==> src/rtl/secded_pkg.sv <==
package secded_pkg;

   typedef enum logic [1:0] {
      VERDICT_CLEAN = 2'd0,
      VERDICT_FIXED = 2'd1,
      VERDICT_FATAL = 2'd2
   } verdict_e;

   // smallest k with 2^k >= data + k + 1
   function automatic int chk_bits(input int dw);
      int k;
      k = 1;
      for (int t = 1; t < 8; t++)
         if ((1 << k) < dw + k + 1) k = k + 1;
      return k;
   endfunction

   function automatic bit is_pow2(input int p);
      return (p != 0) && ((p & (p - 1)) == 0);
   endfunction

   // position of the j-th data bit counted from the data MSB
   function automatic int data_pos(input int j);
      int cnt;
      int pos;
      cnt = 0;
      pos = 0;
      for (int p = 1; p < 64; p++) begin
         if (!is_pow2(p)) begin
            if (cnt == j && pos == 0) pos = p;
            cnt = cnt + 1;
         end
      end
      return pos;
   endfunction

   // positions 1..n whose index carries bit i
   function automatic logic [63:0] cover_mask(input int n, input int i);
      logic [63:0] m;
      m = '0;
      for (int p = 1; p < 64; p++)
         if (p <= n && ((p >> i) & 1) == 1) m[p] = 1'b1;
      return m;
   endfunction

endpackage

==> src/rtl/secded_enc.sv <==
module secded_enc
   import secded_pkg::*;
#(
   parameter int DATA_W  = 8,
   parameter bit ODD_PAR = 1'b0
)(
   input  logic [DATA_W-1:0]                    data_i,
   output logic [DATA_W+chk_bits(DATA_W):0]     code_o
);
   localparam int CHK_W  = chk_bits(DATA_W);
   localparam int N      = DATA_W + CHK_W;
   localparam int CODE_W = N + 1;

   logic [CODE_W-1:0] w;

   always_comb begin
      w = '0;
      for (int j = 0; j < DATA_W; j++)
         w[data_pos(j)] = data_i[DATA_W-1-j];
      for (int i = 0; i < CHK_W; i++)
         w[1 << i] = ^(w & CODE_W'(cover_mask(N, i)));
      w[0] = (^w) ^ ODD_PAR;
   end

   assign code_o = w;
endmodule

==> src/rtl/secded_syn.sv <==
module secded_syn
   import secded_pkg::*;
#(
   parameter int DATA_W  = 8,
   parameter bit ODD_PAR = 1'b0
)(
   input  logic [DATA_W+chk_bits(DATA_W):0]     code_i,
   output logic [chk_bits(DATA_W)-1:0]          syn_o,
   output logic                                 perr_o
);
   localparam int CHK_W  = chk_bits(DATA_W);
   localparam int N      = DATA_W + CHK_W;
   localparam int CODE_W = N + 1;

   for (genvar i = 0; i < CHK_W; i++) begin : g_syn
      localparam logic [63:0] MASK = cover_mask(N, i);
      assign syn_o[i] = ^(code_i & MASK[CODE_W-1:0]);
   end

   assign perr_o = (^code_i) ^ ODD_PAR;
endmodule

==> src/rtl/secded_fix.sv <==
module secded_fix
   import secded_pkg::*;
#(
   parameter int DATA_W = 8
)(
   input  logic [DATA_W+chk_bits(DATA_W):0]     code_i,
   input  logic [chk_bits(DATA_W)-1:0]          syn_i,
   input  logic                                 perr_i,
   output logic [DATA_W-1:0]                    raw_o,
   output logic [DATA_W-1:0]                    data_o,
   output verdict_e                             verdict_o
);
   localparam int CHK_W = chk_bits(DATA_W);
   localparam int N     = DATA_W + CHK_W;

   logic syn_zero;
   logic in_range;
   logic fix_en;

   assign syn_zero = (syn_i == '0);
   assign in_range = (int'(syn_i) <= N);
   assign fix_en   = perr_i && !syn_zero && in_range;

   for (genvar j = 0; j < DATA_W; j++) begin : g_bit
      localparam int P = data_pos(j);
      assign raw_o[DATA_W-1-j]  = code_i[P];
      assign data_o[DATA_W-1-j] = code_i[P] ^ (fix_en && (int'(syn_i) == P));
   end

   always_comb begin
      if (syn_zero)
         verdict_o = perr_i ? VERDICT_FIXED : VERDICT_CLEAN;
      else if (fix_en)
         verdict_o = VERDICT_FIXED;
      else
         verdict_o = VERDICT_FATAL;
   end
endmodule

==> src/rtl/secded_codec.sv <==
module secded_codec
   import secded_pkg::*;
#(
   parameter int DATA_W  = 8,
   parameter bit ODD_PAR = 1'b0,
   parameter bit OUT_REG = 1'b1
)(
   input  logic                                 clk,
   input  logic                                 rst_n,
   input  logic [DATA_W-1:0]                    wr_data,
   output logic [DATA_W+chk_bits(DATA_W):0]     wr_code,
   input  logic [DATA_W+chk_bits(DATA_W):0]     rd_code,
   output logic [DATA_W-1:0]                    rd_data,
   output logic [chk_bits(DATA_W)-1:0]          rd_syndrome,
   output logic                                 rd_clean,
   output logic                                 rd_fixed,
   output logic                                 rd_fatal
);
   localparam int CHK_W = chk_bits(DATA_W);

   if (DATA_W < 1 || DATA_W > 57) begin : g_bad_width
      $error("secded_codec: DATA_W must lie in 1..57");
   end

   logic [CHK_W-1:0]  c_syn;
   logic              c_perr;
   logic [DATA_W-1:0] c_raw;
   logic [DATA_W-1:0] c_data;
   verdict_e          c_verdict;
   verdict_e          q_verdict;

   secded_enc #(.DATA_W(DATA_W), .ODD_PAR(ODD_PAR)) u_enc (
      .data_i (wr_data),
      .code_o (wr_code)
   );

   secded_syn #(.DATA_W(DATA_W), .ODD_PAR(ODD_PAR)) u_syn (
      .code_i (rd_code),
      .syn_o  (c_syn),
      .perr_o (c_perr)
   );

   secded_fix #(.DATA_W(DATA_W)) u_fix (
      .code_i    (rd_code),
      .syn_i     (c_syn),
      .perr_i    (c_perr),
      .raw_o     (c_raw),
      .data_o    (c_data),
      .verdict_o (c_verdict)
   );

   if (OUT_REG) begin : g_reg
      logic armed;
      always_ff @(posedge clk or negedge rst_n) begin
         if (!rst_n) begin
            rd_data     <= '0;
            rd_syndrome <= '0;
            q_verdict   <= VERDICT_CLEAN;
            armed       <= 1'b0;
         end else begin
            rd_data     <= c_data;
            rd_syndrome <= c_syn;
            q_verdict   <= c_verdict;
            armed       <= 1'b1;
         end
      end


      out_stage_delay_chk: assert property (@(posedge clk) disable iff (!rst_n)
         armed |-> (rd_data == $past(c_data) && rd_syndrome == $past(c_syn)));
   end else begin : g_comb
      assign rd_data     = c_data;
      assign rd_syndrome = c_syn;
      assign q_verdict   = c_verdict;
   end

   assign rd_clean = (q_verdict == VERDICT_CLEAN);
   assign rd_fixed = (q_verdict == VERDICT_FIXED);
   assign rd_fatal = (q_verdict == VERDICT_FATAL);


   one_verdict_chk: assert property (@(posedge clk) disable iff (!rst_n)
      $countones({rd_clean, rd_fixed, rd_fatal}) == 1);


   clean_needs_quiet_chk: assert property (@(posedge clk) disable iff (!rst_n)
      (c_verdict == VERDICT_CLEAN) |-> (c_syn == '0 && !c_perr && c_data == c_raw));


   fatal_untouched_chk: assert property (@(posedge clk) disable iff (!rst_n)
      (c_verdict == VERDICT_FATAL) |-> (c_data == c_raw));


   parity_only_chk: assert property (@(posedge clk) disable iff (!rst_n)
      (c_syn == '0 && c_perr) |-> (c_verdict == VERDICT_FIXED && c_data == c_raw));


   single_flip_chk: assert property (@(posedge clk) disable iff (!rst_n)
      (c_verdict == VERDICT_FIXED) |-> ($countones(c_data ^ c_raw) <= 1));
endmodule

==> config.mk <==
export PLATFORM = sky130hd
export DESIGN_NAME = secded_codec
export DESIGN_NICKNAME = d
export VERILOG_FILES = /design/src/rtl/secded_pkg.sv /design/src/rtl/secded_enc.sv /design/src/rtl/secded_syn.sv /design/src/rtl/secded_fix.sv /design/src/rtl/secded_codec.sv
export SDC_FILE = /design/constraint.sdc
export NUM_CORES = 1
export LEC_CHECK = 0
export BUFFER_PORTS_ARGS = -buffer_cell sky130_fd_sc_hd__buf_2
export CAP_MARGIN = 20
export CORE_AREA = 2 2 47 58
export CTS_CLUSTER_DIAMETER = 30
export DETAILED_ROUTE_END_ITERATION = 16
export DIE_AREA = 0 0 49 60
export HOLD_SLACK_MARGIN = 0.12
export PLACE_DENSITY = 0.81
export REMOVE_ABC_BUFFERS = 1
export SLEW_MARGIN = 5
export SYNTH_ARGS = -nofsm -noshare
export SYNTH_HDL_FRONTEND = slang
export SYNTH_SLANG_ARGS = --single-unit
==> constraint.sdc <==
create_clock -name clk -period 2.5 [get_ports clk]
set_input_delay 0.25 -clock clk [delete_from_list [all_inputs] [get_ports clk]]
set_output_delay 0.25 -clock clk [all_outputs]
set_load 0.03 [all_outputs]
After elaboration in Yosys (flattened, before gate mapping)
Cells that the tools add are included.
Widths: inputs -> output; s select.
{ "word_totals": {"romBits": 0, "mem_bits_rw": 0, "output_inout_bits": 28, "latchBits": 0, "mem_count": 0, "register_bits": 14} }
{ "classes": {"n_shift": 0, "n_lt_le_gt_ge": 1, "add_sub_neg": 0, "n_div": 0, "n_bitwise": 8, "n_reduce_logical": 23, "mux": 3, "n_mul": 0, "eq_ne": 10} }
{ "ops": {"columns": ["op", "n"], "rows": [
  ["$reduce_xor 13->1", 10],
  ["$eq 4x4->1 const B", 6],
  ["$logic_and 1x1->1", 10],
  ["$eq 4x3->1 const B", 2],
  ["$xor 1x1->1", 8],
  ["$le 4x4->1 const B", 1],
  ["$logic_not 4->1", 1],
  ["$mux 2", 2],
  ["$eq 2x1->1 const B", 1],
  ["$eq 2x2->1 const B", 1],
  ["$logic_not 2->1", 1],
  ["$logic_not 1->1", 1],
  ["$mux 1", 1]
]} }

Logic depth before layout (Yosys ltp)
Gate-level depths: netlist of the first run.
{ "logic_depth": {"ltp_word": 7, "mapped_depth": 7} }

Modules after synthesis
Synthesis of the first run repeated with hierarchy kept, for this count alone.
{ "hier_totals": {"cells_unflattened": 92, "hier_area_um2": 1016.0} }
{ "by_module_without_submodules": {"columns": ["module", "seq_area_each_um2", "cells_each", "n_inst", "area_per_inst_um2"], "rows": [
  ["secded_codec", 350.3, 17, 1, 369.1],
  ["secded_fix", 0.0, 35, 1, 227.7],
  ["secded_enc", 0.0, 21, 1, 210.2],
  ["secded_syn", 0.0, 19, 1, 209.0]
]} }

Worst setup path before layout of the first run
Ideal clock, no wire load.
{ "synth_timing": {"path_kind": "in2out", "start": "in wr_data[4]", "end": "out wr_code[0]", "path_slack_ns": 0.657, "cell_stages": 4, "n_path_buf": 0, "arrival_time_ns": 1.593, "cell_sequence": "xor2_1 > xnor2_1 > xnor2_1 > xnor2_1"} }
{ "synth_via": {"elab_chain_cells": 2} }
{ "synth_lines": {"columns": ["element", "line_no", "rtl"], "rows": [
  ["start, declared", "secded_codec.sv:10", "input logic [DATA_W-1:0] wr_data,"],
  ["$reduce_xor 13->1", "secded_enc.sv:21", "w[1 << i] = ^(w & CODE_W'(cover_mask(N, i)));"],
  ["via wr_code[1]", "secded_codec.sv:11", "output logic [DATA_W+chk_bits(DATA_W):0] wr_code,"],
  ["$reduce_xor 13->1", "secded_enc.sv:22", "w[0] = (^w) ^ ODD_PAR;"],
  ["end, declared", "secded_codec.sv:11", null]
]} }
The timed path passes the listed nets, and every way through them passes these cells.

Worst setup path in the final report of the first run
{ "layout_timing": {"start": "in wr_data[2]", "end": "out wr_code[0]"} }
{ "layout_via": {"elab_chain_cells": 2} }
{ "layout_lines": {"columns": ["element", "line_no"], "rows": [
  ["$reduce_xor 13->1", "secded_enc.sv:21"],
  ["$reduce_xor 13->1 *", "secded_enc.sv:22"]
]} }
Mark *: on every way between the ends. The rest lies on a longest branch, timed or not.

==> reports/results.tsv, run 1 <==
stage	metric	value	unit
status	outcome	completed	
finish	diodes	0	
global_route	grt_start_max_net_pins	15	
finish	syn2layout_area_growth	25.06	%
floorplanning	die-area	0.002940	mm²
worst_setup_path	critPathMostFrequentCell	xnor2_1	
worst_setup_path	cp_slowest_cell	xnor2_1	
yosys	avgSynthCellArea	10.77	µm²
worst_setup_path	critPathKind	input pin to primary output	
worst_setup_path	cp.buffers_inverters	2	
timing	worst_slack	0.8542	ns
yosys	ys_seq_area_share	34.23	%
global_route	grt-ovfl-total	0	
yosys	synth_top_area_cell	dfrtp_1	
global_route	grt_usage	14.18	%
global_route	antenna_found_initial	0	
timing	final_min_period_over_clock_period	65.83	%
worst_setup_path	required	2.25	ns
clock_network	cts.clk_slew.worst_paths	0.06	ns
floorplanning	core_area	0.002427	mm²
pwr	vdd_drop_max	0.3857	mV
routing	drt-initial-drc-count	5	
yosys	synth_top_area_share	34.23	%
clock_network	cts_root_buffer	clkbuf_4	
routing	ant_nets	0	
timing	drv_slew	0	
finish	utilization	52.73	%
yosys	synth.area.top_cells	dfrtp_1 (34%), xnor2_1 (21%), buf_4 (6.6%)	
worst_setup_path	cp_slowest_stage_delay	0.30	ns
yosys	synth_cell_type_count	27	
routing	wirelength	1.901	mm
timing	final_hold_viol_count	0	
timing	slew_headroom	70.29	%
yosys	syn_inst	95	
floorplanning	initial_utilization	42.16	%
finish	drive_above_1_share	45.00	%
placed_design	io_buffers	50	
placed_design	hpwl	1.689	mm
clock_network	h-tree-depth	1	
clock_network	clk_path_buf_depth	2	
clock_network	cts_buffers	3	
pwr	p_leak	0.6042	nW
placed_design	place_congestion	0.7877	
routing	drcViolationCount	0	
placed_design	place_inst	169	
flow_run	cap_violations	0	
global_route	grt_first_pass_wirelength	3.160	mm
worst_setup_path	crit_family	XOR/XNOR gates	
timing	max_freq	607.6	MHz
worst_setup_path	worst_ep_arrival_time	1.40	ns
timing	grt_setup_unrepaired	false	
floorplanning	die_x	49	µm
finish	final_cells	173	
pwr	power.density	776.4	mW/mm²
clock_network	cts_tree	yes	
routing	first_pass_iters	4	
global_route	grt_pass1_vias	778	
worst_setup_path	path_cells	buf_2 -> xor2_1 -> xnor2_1 -> xnor2_1 -> xnor2_1 -> buf_2	
routing	vias	817	
floorplanning	die-height	60	µm
yosys	synth_area	0.001023	mm²
timing	holdWs	0.2193	ns
worst_hold_path	hold_path_class	input pin to flop	
clock_network	cts-resized-gates	0	
finish	nets	165	
timing	setup-violations-final	0	
timing	layout_min_cycle_time	1.646	ns
timing	setup_tns	0	ns
clock_network	cts_sinks	14	
floorplanning	num_rows	20	
yosys	synth.yosys.warnings	0	
worst_setup_path	startpoint	wr_data[2]	
clock_network	postCtsHoldBufs	1	
routing	wire_per_inst	10.99	µm
worst_setup_path	cp-start-kind	input pin	
worst_setup_path	worstSetupEndpointType	primary output	
placed_design	pre_cts_ws	0.7138	ns
worst_setup_path	cp_max_fo	2	
floorplanning	ios	51	
routing	avgViaCountPerCell	4.723	
worst_hold_path	hp-start	rd_code[9]	
timing	tightest_slew	0.4434	ns
clock_network	post-cts-setup-buffer-count	0	
yosys	postSynthRegisterBits	14	
layout by cell type, fill, tap and decap left out, drive strengths merged, types with 2 or more instances in the layout:
cell type / instances
and3b: 2
xor2: 8
clkbuf: 3
xnor2: 28
nor2b: 2
o21ai: 3
nor3b: 2
dfrtp: 14
nor2: 5
nand2: 3
buf: 50
o211ai: 7
inv: 3
metal layers:
layer / vias up / routed length (µm) / GRT usage, %
met5: - / 0 / 0
met4: 0 / 44 / 7.347
met3: 6 / 159 / 2.250
met2: 56 / 1023 / 29.35
met1: 358 / 674 / 13.31
li1: 397 / - / -
sequential cells by signal, indices dropped and copies added, names as in the netlist:
name / flops
rd_syndrome: 4
q_verdict: 2
rd_data: 8
cells by family after synthesis:
| kind of cell | count (synthesis) | synth area share, % |
|---|---|---|
| AOI/OAI and AO/OA | 13 | 8.435 |
| xor gates and xnor gates | 38 | 39.12 |
| buffers and inverters | 12 | 7.701 |
| DFF | 14 | 34.23 |
| and+or+nand+nor | 18 | 10.51 |
area by class of cell:
| type | instances | area, µm² |
|---|---|---|
| clock buffer | 3 | 22.52 |
| fill | 216 | 1147 |
| inverter | 3 | 11.26 |
| multi-input combinational | 69 | 594.3 |
| sequential | 14 | 350.3 |
| tap | 33 | 41.29 |
| timing repair buffer | 51 | 260.3 |
metrics by stage:
stage | power [mW] | area (µm²)
after CTS | 1.004 | 1280
after global placement | 0.8753 | 1247
after detailed placement | 0.8896 | 1247
final | 0.9938 | 1280
after global routing | 1.058 | 1280
after floorplan | 0.7146 | 955.9
final timing paths:
check                      slack [ns]        endpoint  cells past startpoint
min in group asynchronous        0.41  rd_syndrome[1]                      2
min                              0.22      rd_data[3]                      2
max                              0.85      wr_code[0]                      6
max in group asynchronous        1.87      rd_data[1]                      2
report_power, final:
group / switching (mW) / leakage (nW) / total, mW / internal [mW]
combinational: 0.389 / 0.428 / 0.589 / 0.200
clock: 0.0546 / 0.0138 / 0.110 / 0.0556
sequential: 0.0167 / 0.162 / 0.294 / 0.277
cells in the mapped netlist:
cell / count
dfrtp_1: 14
inv_1: 1
buf_4: 9
nor2_2: 1
nor2_1: 3
xnor3_2: 1
o21ai_1: 1
xor2_2: 2
a31oi_1: 1
nand3_1: 1
nor3b_1: 2
a21oi_1: 1
nor3_1: 1
xor2_1: 6
and3_1: 1
o211ai_1: 7
xnor2_1: 25
and3b_1: 2
inv_2: 2
o21ai_0: 2
nor2_4: 1
nor2b_1: 2
xnor2_2: 3
or3_1: 1
a21o_1: 1
nand2_1: 3
xor3_1: 1
No activity file was read; power rests on OpenSTA's default activity.
==> run 2, diff against run 1 <==
clock period = 1.7 ns   (was 2.5 ns; I/O delays follow)
==> run 2 against run 1 <==
Compared with the run above:
- critical path depth did not move
- utilization rose by 0.31 points
- global-route usage rose by 0.76 points
- count of clock-buffer cells in the layout did not move
- die area did not move
- via count rose by 2.8%
- combinational power rose by 48%
- final cell count rose by 0.58%
- total power rose by 48%
- first-iteration DRC count rose by 60%
- sequential power rose by 47%
- setup slack got worse by 0.67 ns
- critical path type unchanged
- largest cell class unchanged
==> reports/results.tsv, run 2 (synthesized netlist as in run 1, its figures left out) <==
stage	metric	value	unit	change
global_route	grt_first_pass_wirelength	3.325	mm	+5.2%
routing	drt-met1-wl	666	µm	-1.2%
pwr	vdd_drop_max	0.6562	mV	+70%
worst_setup_path	critPathKind	input pin to primary output		
worst_setup_path	required	1.53	ns	-0.72 ns
clock_network	cts_sinks	14		unchanged
timing	layout_min_cycle_time	1.519	ns	
worst_setup_path	cp_max_fo	2		unchanged
routing	wirelength	1.908	mm	+0.37%
clock_network	cts.clk_slew.worst_paths	0.06	ns	about the same
routing	wire_per_inst	10.97	µm	-0.21%
finish	n_fill_cell	221		+2.3%
clock_network	clk_path_buf_depth	2		unchanged
worst_hold_path	hold_path_class	input pin to flop		
worst_setup_path	worstSetupEndpointType	primary output		
floorplanning	die-area	0.002940	mm²	unchanged
placed_design	placed_area	0.001255	mm²	+0.60%
timing	drv_slew	0		unchanged
finish	largest-register	rd_data		
floorplanning	die_x	49	µm	unchanged
clock_network	cts_root_buffer	clkbuf_4		
pwr	p_sw_share	46.35	%	about the same
routing	avgViaCountPerCell	4.828		+2.2%
finish	final_cell_mix	buf_2 (50), xnor2_1 (25), dfrtp_1 (14)		
timing	max_freq	658.4	MHz	
finish	fin_area	0.001287	mm²	+0.59%
global_route	antenna_found_initial	0		unchanged
pwr	power_frac_seq	29.4	%	-0.2 points
routing	drt-initial-drc-count	8		+3
routing	first_pass_iters	4		unchanged
routing	met2_length	1.031	mm	+0.78%
finish	largest_registers	rd_data: 8 flops, rd_syndrome: 4 flops, q_verdict: 2 flops		
pwr	clkPwrFrac	11.2	%	about the same
routing	drcViolationCount	0		unchanged
global_route	grt_pass1_vias	809		+4.0%
pwr	p_leak	0.6090	nW	+0.80%
timing	final_min_period_over_clock_period	89.35	%	
placed_design	io_buffers	50		unchanged
pwr	power.total	1.468	mW	+48%
global_route	grt_start_max_net_pins	15		unchanged
pwr	power.internal	787.5	µW	+48%
routing	ant_nets	0		unchanged
timing	tightest_slew	0.4455	ns	+0.002046 ns
timing	slew_headroom	70.16	%	-0.14 points
timing	final_hold_viol_count	0		unchanged
floorplanning	core_area	0.002427	mm²	unchanged
timing	holdWs	0.1349	ns	-0.08436 ns
finish	drive_above_1_share	45.39	%	+0.39 points
routing	wl_met3	168	µm	+5.7%
routing	vias	840		+2.8%
flow_run	cap_violations	0		unchanged
status	outcome	completed		
finish	nets	166		+0.61%
finish	largest_reg_flops	8		unchanged
floorplanning	ios	51		unchanged
pwr	combinationalPowerShare	59.4	%	about the same
finish	final_common_cell	buf_2		
pwr	power.density	1140	mW/mm²	+47%
floorplanning	die-height	60	µm	unchanged
placed_design	place_congestion	0.7934		+0.72%
routing	top_layer	met4		
global_route	grt_usage	14.94	%	+0.76 points
finish	diodes	0		unchanged
clock_network	cts_tree	yes		
clock_network	cts_buffers	3		unchanged
pwr	p_switching	680.2	µW	+48%
finish	syn2layout_area_growth	25.79	%	
global_route	grt-ovfl-total	0		unchanged
floorplanning	initial_utilization	42.16	%	unchanged
worst_setup_path	cp-start-kind	input pin		
floorplanning	num_rows	20		unchanged
worst_setup_path	worst_ep_arrival_time	1.35	ns	-0.05 ns
timing	setup-violations-final	0		unchanged
timing	grt_setup_unrepaired	false		
clock_network	h-tree-depth	1		unchanged
## run 2: final timing paths
check / to / slack, ns / startpoint / cells after the start
max in group asynchronous: q_verdict[1] / 1.18 / rst_n / 2
min in group asynchronous: rd_syndrome[0] / 0.30 / rst_n / 2
min: rd_data[3] / 0.13 / rd_code[9] / 2
max: wr_code[0] / 0.18 / wr_data[2] / 6
## run 2: what timing repair did
item,in CTS,in global routing
buffers inserted,0,0
resized for setup,0,0
hold endpoints to repair,14,0
hold buffers,1,0
## run 2: through the flow
step | TNS, ns | util (%) | instances | worst slack [ns]
after floorplan | 0 | - | 86 | 0.01659
after global placement | 0 | 51.70 | 170 | 0.07704
after detailed placement | -0.05383 | 51.70 | 170 | -0.02269
after CTS | 0 | 53.04 | 174 | 0.1688
after global routing | 0 | 53.04 | 174 | 0.09848
final | 0 | 53.04 | 174 | 0.1811
## run 2: layout make-up
cell class / count / area, µm² / share of cell area [%]
multi-input cells: 69 / 594.3 / 46.16
flip-flops and latches: 14 / 350.3 / 27.21
repair buffers: 52 / 267.8 / 20.80
well taps: 33 / 41.29 / 3.207
clock buffers: 3 / 22.52 / 1.749
inverters: 3 / 11.26 / 0.8746
## run 2: per-layer routing
metal / global-route usage, % / vias to the layer above
met3: 3.000 / 6
met5: 0 / -
met4: 8.571 / 0
met2: 29.55 / 56
li1: - / 402
met1: 14.42 / 376
## run 2: worst max-delay path, stage by stage
cell	delay, ns
buf_2	0.12
xor2_1	0.27
xnor2_1	0.24
xnor2_1	0.18
xnor2_1	0.14
buf_2	0.23
## run 2: power by group through the flow
stage               Combinational (mW)  Clock, mW  Sequential (mW)
floorplan                        0.500          0            0.551
global placement                 0.855          0            0.436
detailed placement               0.872          0            0.439
CTS                              0.878      0.171            0.432
global route                     0.936      0.192            0.441
finish                           0.872      0.164            0.432
